===== src/rtl/strap_i2c_pkg.sv =====
package strap_i2c_pkg;

  localparam int BYTE_W = 8;

  typedef enum logic [2:0] {
    ST_IDLE,
    ST_RX,
    ST_ACK,
    ST_TX,
    ST_HACK,
    ST_WAIT
  } state_t;

  typedef enum logic [1:0] {
    PH_ADDR,
    PH_PTR,
    PH_DATA
  } phase_t;

  // Strap index to 7-bit bus address: even steps from 0x30, last slot 0x3D.
  function automatic logic [6:0] strap_to_addr(input logic [2:0] idx);
    if (idx == 3'd7) return 7'h3D;
    return 7'h30 + {3'b000, idx, 1'b0};
  endfunction

endpackage


===== src/rtl/i2c_line_sync.sv =====
module i2c_line_sync #(
  parameter int STAGES = 2
) (
  input  logic clk,
  input  logic rst,
  input  logic scl_i,
  input  logic sda_i,
  output logic sda_s,
  output logic scl_rise,
  output logic scl_fall,
  output logic start_det,
  output logic stop_det
);

  localparam int LINES = 2;

  logic [LINES-1:0] raw;
  logic [LINES-1:0] synced;
  logic [LINES-1:0] prev;

  assign raw = {sda_i, scl_i};

  for (genvar l = 0; l < LINES; l++) begin : g_line
    logic [STAGES-1:0] chain;
    always_ff @(posedge clk) begin
      if (rst) chain <= '1;
      else     chain <= {chain[STAGES-2:0], raw[l]};
    end
    assign synced[l] = chain[STAGES-1];
  end

  always_ff @(posedge clk) begin
    if (rst) prev <= '1;
    else     prev <= synced;
  end

  logic scl_s;
  assign scl_s     = synced[0];
  assign sda_s     = synced[1];
  assign scl_rise  = scl_s & ~prev[0];
  assign scl_fall  = ~scl_s & prev[0];
  assign start_det = scl_s & prev[0] & prev[1] & ~sda_s;
  assign stop_det  = scl_s & prev[0] & ~prev[1] & sda_s;

endmodule


===== src/rtl/i2c_regfile.sv =====
module i2c_regfile #(
  parameter int AW = 4,
  parameter int DW = 8
) (
  input  logic          clk,
  input  logic          we,
  input  logic [AW-1:0] waddr,
  input  logic [DW-1:0] wdata,
  input  logic [AW-1:0] raddr,
  output logic [DW-1:0] rdata
);

  localparam int DEPTH = 1 << AW;

  logic [DW-1:0] mem [DEPTH];

  always_ff @(posedge clk) begin
    if (we) mem[waddr] <= wdata;
    rdata <= mem[raddr];
  end

endmodule


===== src/rtl/strap_i2c_regs.sv =====
module strap_i2c_regs
  import strap_i2c_pkg::*;
#(
  parameter int REG_AW      = 4,
  parameter int SYNC_STAGES = 2
) (
  input  logic       clk,
  input  logic       rst,
  input  logic [2:0] strap_idx,
  input  logic       scl_i,
  input  logic       sda_i,
  output logic       sda_oe
);

  localparam int CNT_W = $clog2(BYTE_W);
  localparam logic [CNT_W-1:0] LAST_BIT = CNT_W'(BYTE_W - 1);

  logic sda_s, scl_rise, scl_fall, start_det, stop_det;

  i2c_line_sync #(.STAGES(SYNC_STAGES)) u_sync (
    .clk       (clk),
    .rst       (rst),
    .scl_i     (scl_i),
    .sda_i     (sda_i),
    .sda_s     (sda_s),
    .scl_rise  (scl_rise),
    .scl_fall  (scl_fall),
    .start_det (start_det),
    .stop_det  (stop_det)
  );

  logic [2:0] strap_q;
  logic [6:0] dev_addr;

  always_ff @(posedge clk) begin
    if (rst) strap_q <= strap_idx;
  end
  assign dev_addr = strap_to_addr(strap_q);

  state_t             state;
  phase_t             phase;
  logic [CNT_W-1:0]   cnt;
  logic [BYTE_W-1:0]  rx_sh;
  logic [BYTE_W-1:0]  tx_sh;
  logic               byte_done;
  logic               rd_mode;
  logic               more;
  logic [REG_AW-1:0]  ptr;
  logic [BYTE_W-1:0]  rdata;
  logic               wr_en;

  assign wr_en = (state == ST_RX) && scl_fall && byte_done && (phase == PH_DATA)
                 && !start_det && !stop_det;

  i2c_regfile #(.AW(REG_AW), .DW(BYTE_W)) u_rf (
    .clk   (clk),
    .we    (wr_en),
    .waddr (ptr),
    .wdata (rx_sh),
    .raddr (ptr),
    .rdata (rdata)
  );

  always_ff @(posedge clk) begin
    if (rst) begin
      state     <= ST_IDLE;
      phase     <= PH_ADDR;
      cnt       <= '0;
      rx_sh     <= '0;
      tx_sh     <= '0;
      byte_done <= 1'b0;
      rd_mode   <= 1'b0;
      more      <= 1'b0;
      ptr       <= '0;
      sda_oe    <= 1'b0;
    end else if (start_det) begin
      state     <= ST_RX;
      phase     <= PH_ADDR;
      cnt       <= '0;
      byte_done <= 1'b0;
      sda_oe    <= 1'b0;
    end else if (stop_det) begin
      state     <= ST_IDLE;
      byte_done <= 1'b0;
      sda_oe    <= 1'b0;
    end else begin
      case (state)
        ST_RX: begin
          if (scl_rise) begin
            rx_sh <= {rx_sh[BYTE_W-2:0], sda_s};
            cnt   <= cnt + 1'b1;
            if (cnt == LAST_BIT) byte_done <= 1'b1;
          end else if (scl_fall && byte_done) begin
            byte_done <= 1'b0;
            cnt       <= '0;
            case (phase)
              PH_ADDR: begin
                if (rx_sh[7:1] == dev_addr) begin
                  sda_oe  <= 1'b1;
                  state   <= ST_ACK;
                  rd_mode <= rx_sh[0];
                  phase   <= PH_PTR;
                end else begin
                  state <= ST_WAIT;
                end
              end
              PH_PTR: begin
                ptr    <= rx_sh[REG_AW-1:0];
                phase  <= PH_DATA;
                sda_oe <= 1'b1;
                state  <= ST_ACK;
              end
              default: begin
                ptr    <= ptr + 1'b1;
                sda_oe <= 1'b1;
                state  <= ST_ACK;
              end
            endcase
          end
        end
        ST_ACK: begin
          if (scl_fall) begin
            cnt <= '0;
            if (rd_mode) begin
              tx_sh  <= rdata;
              sda_oe <= ~rdata[BYTE_W-1];
              state  <= ST_TX;
            end else begin
              sda_oe <= 1'b0;
              state  <= ST_RX;
            end
          end
        end
        ST_TX: begin
          if (scl_fall) begin
            if (cnt == LAST_BIT) begin
              sda_oe <= 1'b0;
              ptr    <= ptr + 1'b1;
              state  <= ST_HACK;
            end else begin
              cnt    <= cnt + 1'b1;
              tx_sh  <= {tx_sh[BYTE_W-2:0], 1'b0};
              sda_oe <= ~tx_sh[BYTE_W-2];
            end
          end
        end
        ST_HACK: begin
          if (scl_rise) begin
            more <= ~sda_s;
          end else if (scl_fall) begin
            if (more) begin
              tx_sh  <= rdata;
              sda_oe <= ~rdata[BYTE_W-1];
              cnt    <= '0;
              state  <= ST_TX;
            end else begin
              state <= ST_WAIT;
            end
          end
        end
        default: ;
      endcase
    end
  end

endmodule


===== config.mk =====
export PLATFORM = sky130hd
export DESIGN_NAME = strap_i2c_regs
export DESIGN_NICKNAME = d
export VERILOG_FILES = /design/src/rtl/strap_i2c_pkg.sv /design/src/rtl/i2c_line_sync.sv /design/src/rtl/i2c_regfile.sv /design/src/rtl/strap_i2c_regs.sv
export SDC_FILE = /design/constraint.sdc
export NUM_CORES = 1
export LEC_CHECK = 0
export ABC_CLOCK_PERIOD_IN_PS = 2900
export BUFFER_PORTS_ARGS = -buffer_cell sky130_fd_sc_hd__buf_2
export CORE_UTILIZATION = 45
export CTS_BUF_LIST = sky130_fd_sc_hd__clkbuf_4
export DETAILED_ROUTE_END_ITERATION = 16
export GPL_TIMING_DRIVEN = 0
export PLACE_DENSITY_LB_ADDON = 0.08
export SYNTH_ARGS = -nofsm -noshare
export SYNTH_HDL_FRONTEND = slang
export SYNTH_SLANG_ARGS = --single-unit

===== constraint.sdc =====
create_clock -name clk -period 2.9 [get_ports clk]
set_input_delay 0.435 -clock clk [delete_from_list [all_inputs] [get_ports clk]]
set_output_delay 0.435 -clock clk [all_outputs]
set_load 0.01 [all_outputs]

* Word-level counts from Yosys, hierarchy flattened
Memory sizes are Yosys's and may differ from the RTL's. A register that Yosys moved wholly into a read port is not among the register bits. Index checks and enable logic that the tools add are counted.
Operators by class: reductions and logical operators 28, add/sub/neg operators 3, equal/unequal tests 31, multiplexer cells 59, bitwise logic cells 16
Operator list (number):
- $mux 7 | 9
- $mux 3 | 18
- $ne 4x4->1 const B | 6
- $pmux 3 s4 | 2
- $reduce_and 8->1 | 3
- $ne 2x2->1 const B | 11
- $pmux 7 s3 | 1
- $mux 1 | 19
- $reduce_and 9->1 | 2
- $mux 4 | 4
- $pmux 4 s2 | 2
- $reduce_and 10->1 | 1
- $eq 3x3->1 const B | 3
- $not 1->1 | 9
- $reduce_and 4->1 | 2
- $add 6x4->7 const A | 1
- $and 1x1->1 | 7
- $eq 7x7->1 | 1
- $reduce_and 7->1 | 1
- $eq 3x2->1 const B | 2
- $logic_and 1x1->1 | 6
- $reduce_and 6->1 | 1
- $reduce_bool 2->1 | 3
- $reduce_bool 6->1 | 1
- 19 further kinds | 22
Storage, ports and cells: flip-flop bits (word level) 40, memory bits (writable) 128, input port bits 7, output and inout bits 1, word-level logic and storage cells 153, memories 1
Memory list:
- u_rf.mem | depth 16, width 8, read ports 1, clocked after memory_dff 1, write ports 1, line i2c_regfile.sv:15 | logic [DW-1:0] mem [DEPTH];

* Longest topological paths before layout
depth in word-level cells 11, mapped depth 7, mapped depth without buffers 7

* Cells and area by module
Synthesis repeated with hierarchy kept, for this count alone.
Second synthesis, totals: cell total of the unflattened synthesis 462, area, all modules 7235.7 sq um
By module, submodules not included:
- i2c_regfile | seq. area each 4003.8 sq um, times used 1, cells each 229, area each 5147.4 sq um
- strap_i2c_regs | seq. area each 710.7 sq um, times used 1, cells each 217, area each 1898.1 sq um
- i2c_line_sync | seq. area each 120.1 sq um, times used 1, cells each 16, area each 190.2 sq um

* Worst setup path after synthesis
OpenSTA, ideal clock, no wires.
path kind register -> register, from reg state[0], to mem u_rf.mem[0][0], enable pin, path slack 0.600 ns, cell stages (with the launch flop) 7, data required time 2.517 ns, clock period less this slack 2.300 ns, path buffers 1, data arrival time 1.917 ns, library setup time 0.383 ns, cells stage by stage dfxtp_1 -> buf_2 -> nand2_1 -> nor4_2 -> and4bb_2 -> nand2_1 -> nor3_1
On the way: word-level cells in the longest chain between the ends 8
RTL lines:
- start: declaration | line strap_i2c_regs.sv:40 | state_t state;
- start signal: assignment | line strap_i2c_regs.sv:66 | state <= ST_IDLE;
- start signal: assignment | line strap_i2c_regs.sv:77 | state <= ST_RX;
- start signal: assignment | line strap_i2c_regs.sv:83 | state <= ST_IDLE;
- $eq 3x1->1 | line strap_i2c_regs.sv:52 | assign wr_en = (state == ST_RX) && scl_fall && byte_done && (phase == PH_DATA)
- $logic_and 1x1->1 (3 in a row) | line strap_i2c_regs.sv:52
- $logic_and 1x1->1 (2 in a row) | line strap_i2c_regs.sv:53 | && !start_det && !stop_det;
- $mux 1 | line i2c_regfile.sv:18 | if (we) mem[waddr] <= wdata;
- $mux 1 (implied by the code) | line i2c_regfile.sv:18
- end: declaration | line i2c_regfile.sv:15
No other way between the ends.

* Worst setup path after layout
from reg state[0], to mem u_rf.mem[7][5], enable pin
The elaborated chain is that of the path after synthesis.

==> summary.md <==
| Metric | Value |
|---|---|
| Status | `finished, final reports clean` |
| Slew @ Worst Pin | `0.847 ns` |
| Async set-reset flop share out of synthesis | `0` |
| Fin crit share | `0.934` |
| Core ar. | `between 15000 and 20000 um^2` |
| P_sw | `between 0.0009 and 0.001 W` |
| Worst path slowest cell | `nor2_1` |
| Worst setup margin | `0.190 ns` |
| First-pass GRT wire length | `between 20 and 25 mm` |
| Combinational share of power | `0.013` |
| Chip width | `~130 um` |
| Reg2reg setup slack | `0.19 ns` |
| Placer's final routability congestion estimate | `~0.85` |
| Max Cap Viol | `0` |
| Reg area | `~4800 um^2` |
| Skew final | `0.0219 ns` |
| Later-pin clock latency in the skew report | `around 0.56 ns` |
| Gr usage total | `0.200` |
| Syn Inst Count | `between 400 and 500` |
| Final Slew Violations | `0` |
| Synth Flop Type | `edfxtp_1` |
| Post-route cell area | `about 7800 um^2` |
| Synth Warn # | `0` |
| Maximum clock path buffer count | `2` |
| RSZ-0062 raised after global routing | `yes` |
| Hold path cells | `1` |
| Sw Share | `0.227` |
| CTS H-Tree Depth | `4` |
| Worst path max stage delay | `between 0.6 and 0.7 ns` |
| Drt first pass iters | `7` |
| I/O Pins | `8` |
| Slew headroom | `0.435` |
| R2R Path Start | `state[0]` |
| Total Die Area | `between 15000 and 20000 um^2` |
| Lkg Pwr | `2.50 nW` |
| Commonest cells in the netlist | `edfxtp_1 (131), dfxtp_1 (45), mux4_2 (40), nor2_1 (31), nand2_1 (27)` |
| Seq cells post-synth | `approximately 180` |
| Final TNS setup | `0 ns` |
| CTS tree | `done` |
| Vias in the first global route | `slightly below 4k` |
| Initial core utilization | `0.467` |
| Largest net degree at the start of global routing | `22` |
| Cells along the critical path | `buf_2 -> nand2_1 -> nor4_2 -> and4bb_2 -> nand2_1 -> nor2_1` |
| Pwr per Cell Area | `about 510 nW/um^2` |
| Die height | `roughly 130 um` |
| Iter 0 DRT Violations | `around 360` |
| Area grow syn2layout | `8.35%` |
| Clk pwr share | `0.311` |
| P_int | `approximately 0.0031 W` |
| Max Fclk | `0.369 GHz` |
| Min-Delay Path Class | `in2reg` |
| Final Critical Period | `approximately 2.7 ns` |
| Area post-placement | `~7500 um^2` |
| Post-synth top area share | `0.548` |
| Final Hold Viols | `0` |
| Nets | `481` |
| Routed len/inst | `21.4 um` |
| VDD IR max | `about 0.39 mV` |
| Vias | `3883` |
| Site Rows | `between 40 and 50` |
| CP startpoint kind | `flop` |
| Seq/Total Area, Yosys | `0.674` |
| Placement-stage worst setup slack | `-0.133 ns` |
| Reg clk slew, reported paths | `approximately 0.14 ns` |
| Crit-path max FO | `10` |
| Grt total ovfl | `0` |
| Post-Syn Area | `just over 7000 um^2` |
| Hold worst-path end | `strap_q[1]` |
| CTS sink count | `~180` |
| Multi-input logic area | `2230 um^2` |
| Flop pwr share | `0.676` |
| DR vias/cell | `~5.6` |
| Post-DP HPWL | `a little under 10 mm` |
| CTS root buf | `clkbuf_4` |
| Top-count cell post-synth | `edfxtp_1` |
| Utilization after layout | `0.506` |
| Reg2reg end | `u_rf.mem[7][5]` |
| Clock buffer count from CTS | `17` |
| Number of fill cells | `1295` |
| Syn nets | `454` |
| Worst path arrival time | `between 2 and 3 ns` |
| Min-delay src | `strap_idx[1]` |
| Routed WL | `14.9 mm` |
| Layout cells sized above 1 | `0.270` |
| Drc violations | `0` |
| Distinct cells, synth | `61` |
| Worst Reg-to-Reg Cells | `6` |
| Synthesized area per cell | `16.3 um^2` |
| Port buffer count | `7` |
| CP endpoint kind | `flop` |
| Ranking of synthesized cells by area | `edfxtp_1 (55%), dfxtp_1 (13%), mux4_2 (13%)` |
| Post-synth EDFFs | `131` |
| Postcts setup bufs | `0` |
| Post-synth top area cell | `edfxtp_1` |
| Post-route ant nets | `0` |
| Final setup fails | `0` |
| Initial antenna violation count | `1` |
| Required @ worst endpoint | `between 3 and 4 ns` |
| Critical Setup Path Class | `reg2reg` |
| Critical Path Most Common Cell | `nand2_1` |
## registers in the layout, indices dropped and copies added (netlist names)
register and flops:
rx_sh 8, ptr 4, more 1, tx_sh 7, strap_q 3, u_rf.rdata 8
phase 2, cnt 3, state 3, sda_oe 1, u_rf.mem 128, u_sync.g_line.chain 4
u_sync.prev 2, rd_mode 1, byte_done 1
## kinds of logic (layout without fill, tap and decap cells)
family          count (synthesis)  in the layout  synth area share
compound gates                 51             51            0.0555
xor+xnor                        4              4           0.00488
fa+ha+maj                       6              6            0.0105
buf+inv                        30             70            0.0204
flops                         176            176             0.674
mux                            50             50             0.140
other cells                     0              1                 0
simple gates                  124            124            0.0952
## routing by layer
metal / track usage / share of wire / routed length, um / up-vias
met1: 0.266 / 0.43 / 6440 / 2002
li1: - / - / - / 1781
met4: 0.0754 / 0.025 / 364 / 0
met2: 0.322 / 0.51 / 7530 / 75
met5: 0 / 0 / 0 / -
met3: 0.0463 / 0.035 / 516 / 25
## power groups by stage
| stage | sequential [W] | combinational [W] | clock [W] |
|---|---|---|---|
| final | 0.00268 | 0.0000522 | 0.00124 |
| after global routing | 0.00269 | 0.0000577 | 0.00138 |
| after CTS | 0.00268 | 0.0000514 | 0.00127 |
| after detailed placement | 0.00274 | 0.0000512 | 0 |
| after global placement | 0.00274 | 0.0000506 | 0 |
| after floorplan | 0.00274 | 0.0000348 | 0 |
## timing repair
action,4_1_cts,5_1_grt
setup endpoints to repair,32,68
gates resized for setup,4,7
hold buffers,0,1
hold endpoints to repair,0,1
## worst max-delay path: cells and delay by family (launching register included)
kind / cells / cell delay, ns
DFF: 1 / 0.35
buffers and inverters: 1 / 0.22
and+or+nand+nor: 5 / 1.77
## stage by stage
| step | total power (W) | instances | hold slack, ns |
|---|---|---|---|
| floorplan | 0.00277 | 441 | 0.389 |
| global placement | 0.00279 | 659 | 0.394 |
| detailed placement | 0.00279 | 659 | 0.393 |
| CTS | 0.00401 | 691 | 0.00699 |
| global route | 0.00412 | 693 | 0.00193 |
| finish | 0.00397 | 693 | 0.0513 |
## final cells by class
| class | count | share of cell area |
|---|---|---|
| clock inverter | 13 | 0.0138 |
| inverter | 7 | 0.00338 |
| buffer | 23 | 0.0155 |
| tap | 211 | 0.0340 |
| antenna | 1 | 0.000322 |
| clock buffer | 19 | 0.0183 |
| sequential | 176 | 0.622 |
| multi-input combinational | 235 | 0.287 |
| timing repair buffer | 8 | 0.00579 |
## cell usage in the layout (no fill, tap or decap), types with 4 or more instances in the layout
cell type,count
nor3_1,5
clkbuf_4,19
edfxtp_1,131
mux4_2,40
nor3_2,4
ha_1,6
buf_2,16
a31oi_1,4
clkbuf_1,8
a21oi_1,14
nor2_2,10
clkinvlp_4,5
nand3b_1,4
nand2b_1,10
inv_1,6
or3_1,4
nand2_1,27
or2_2,7
dfxtp_1,45
mux2i_1,9
nor2_1,24
o21ai_0,6
## worst max path at each step
stage | start | endpoint | cells after the start
6_report | state[0] | u_rf.mem[7][5] | 6
5_1_grt | state[0] | u_rf.mem[11][5] | 6
4_1_cts | state[0] | u_rf.mem[12][0] | 6
3_5_place_dp | state[0] | u_rf.mem[3][1] | 6
3_3_place_gp | state[0] | u_rf.mem[3][0] | 6
2_1_floorplan | state[0] | u_rf.mem[0][0] | 6
No activity file was read; power rests on OpenSTA's default activity.
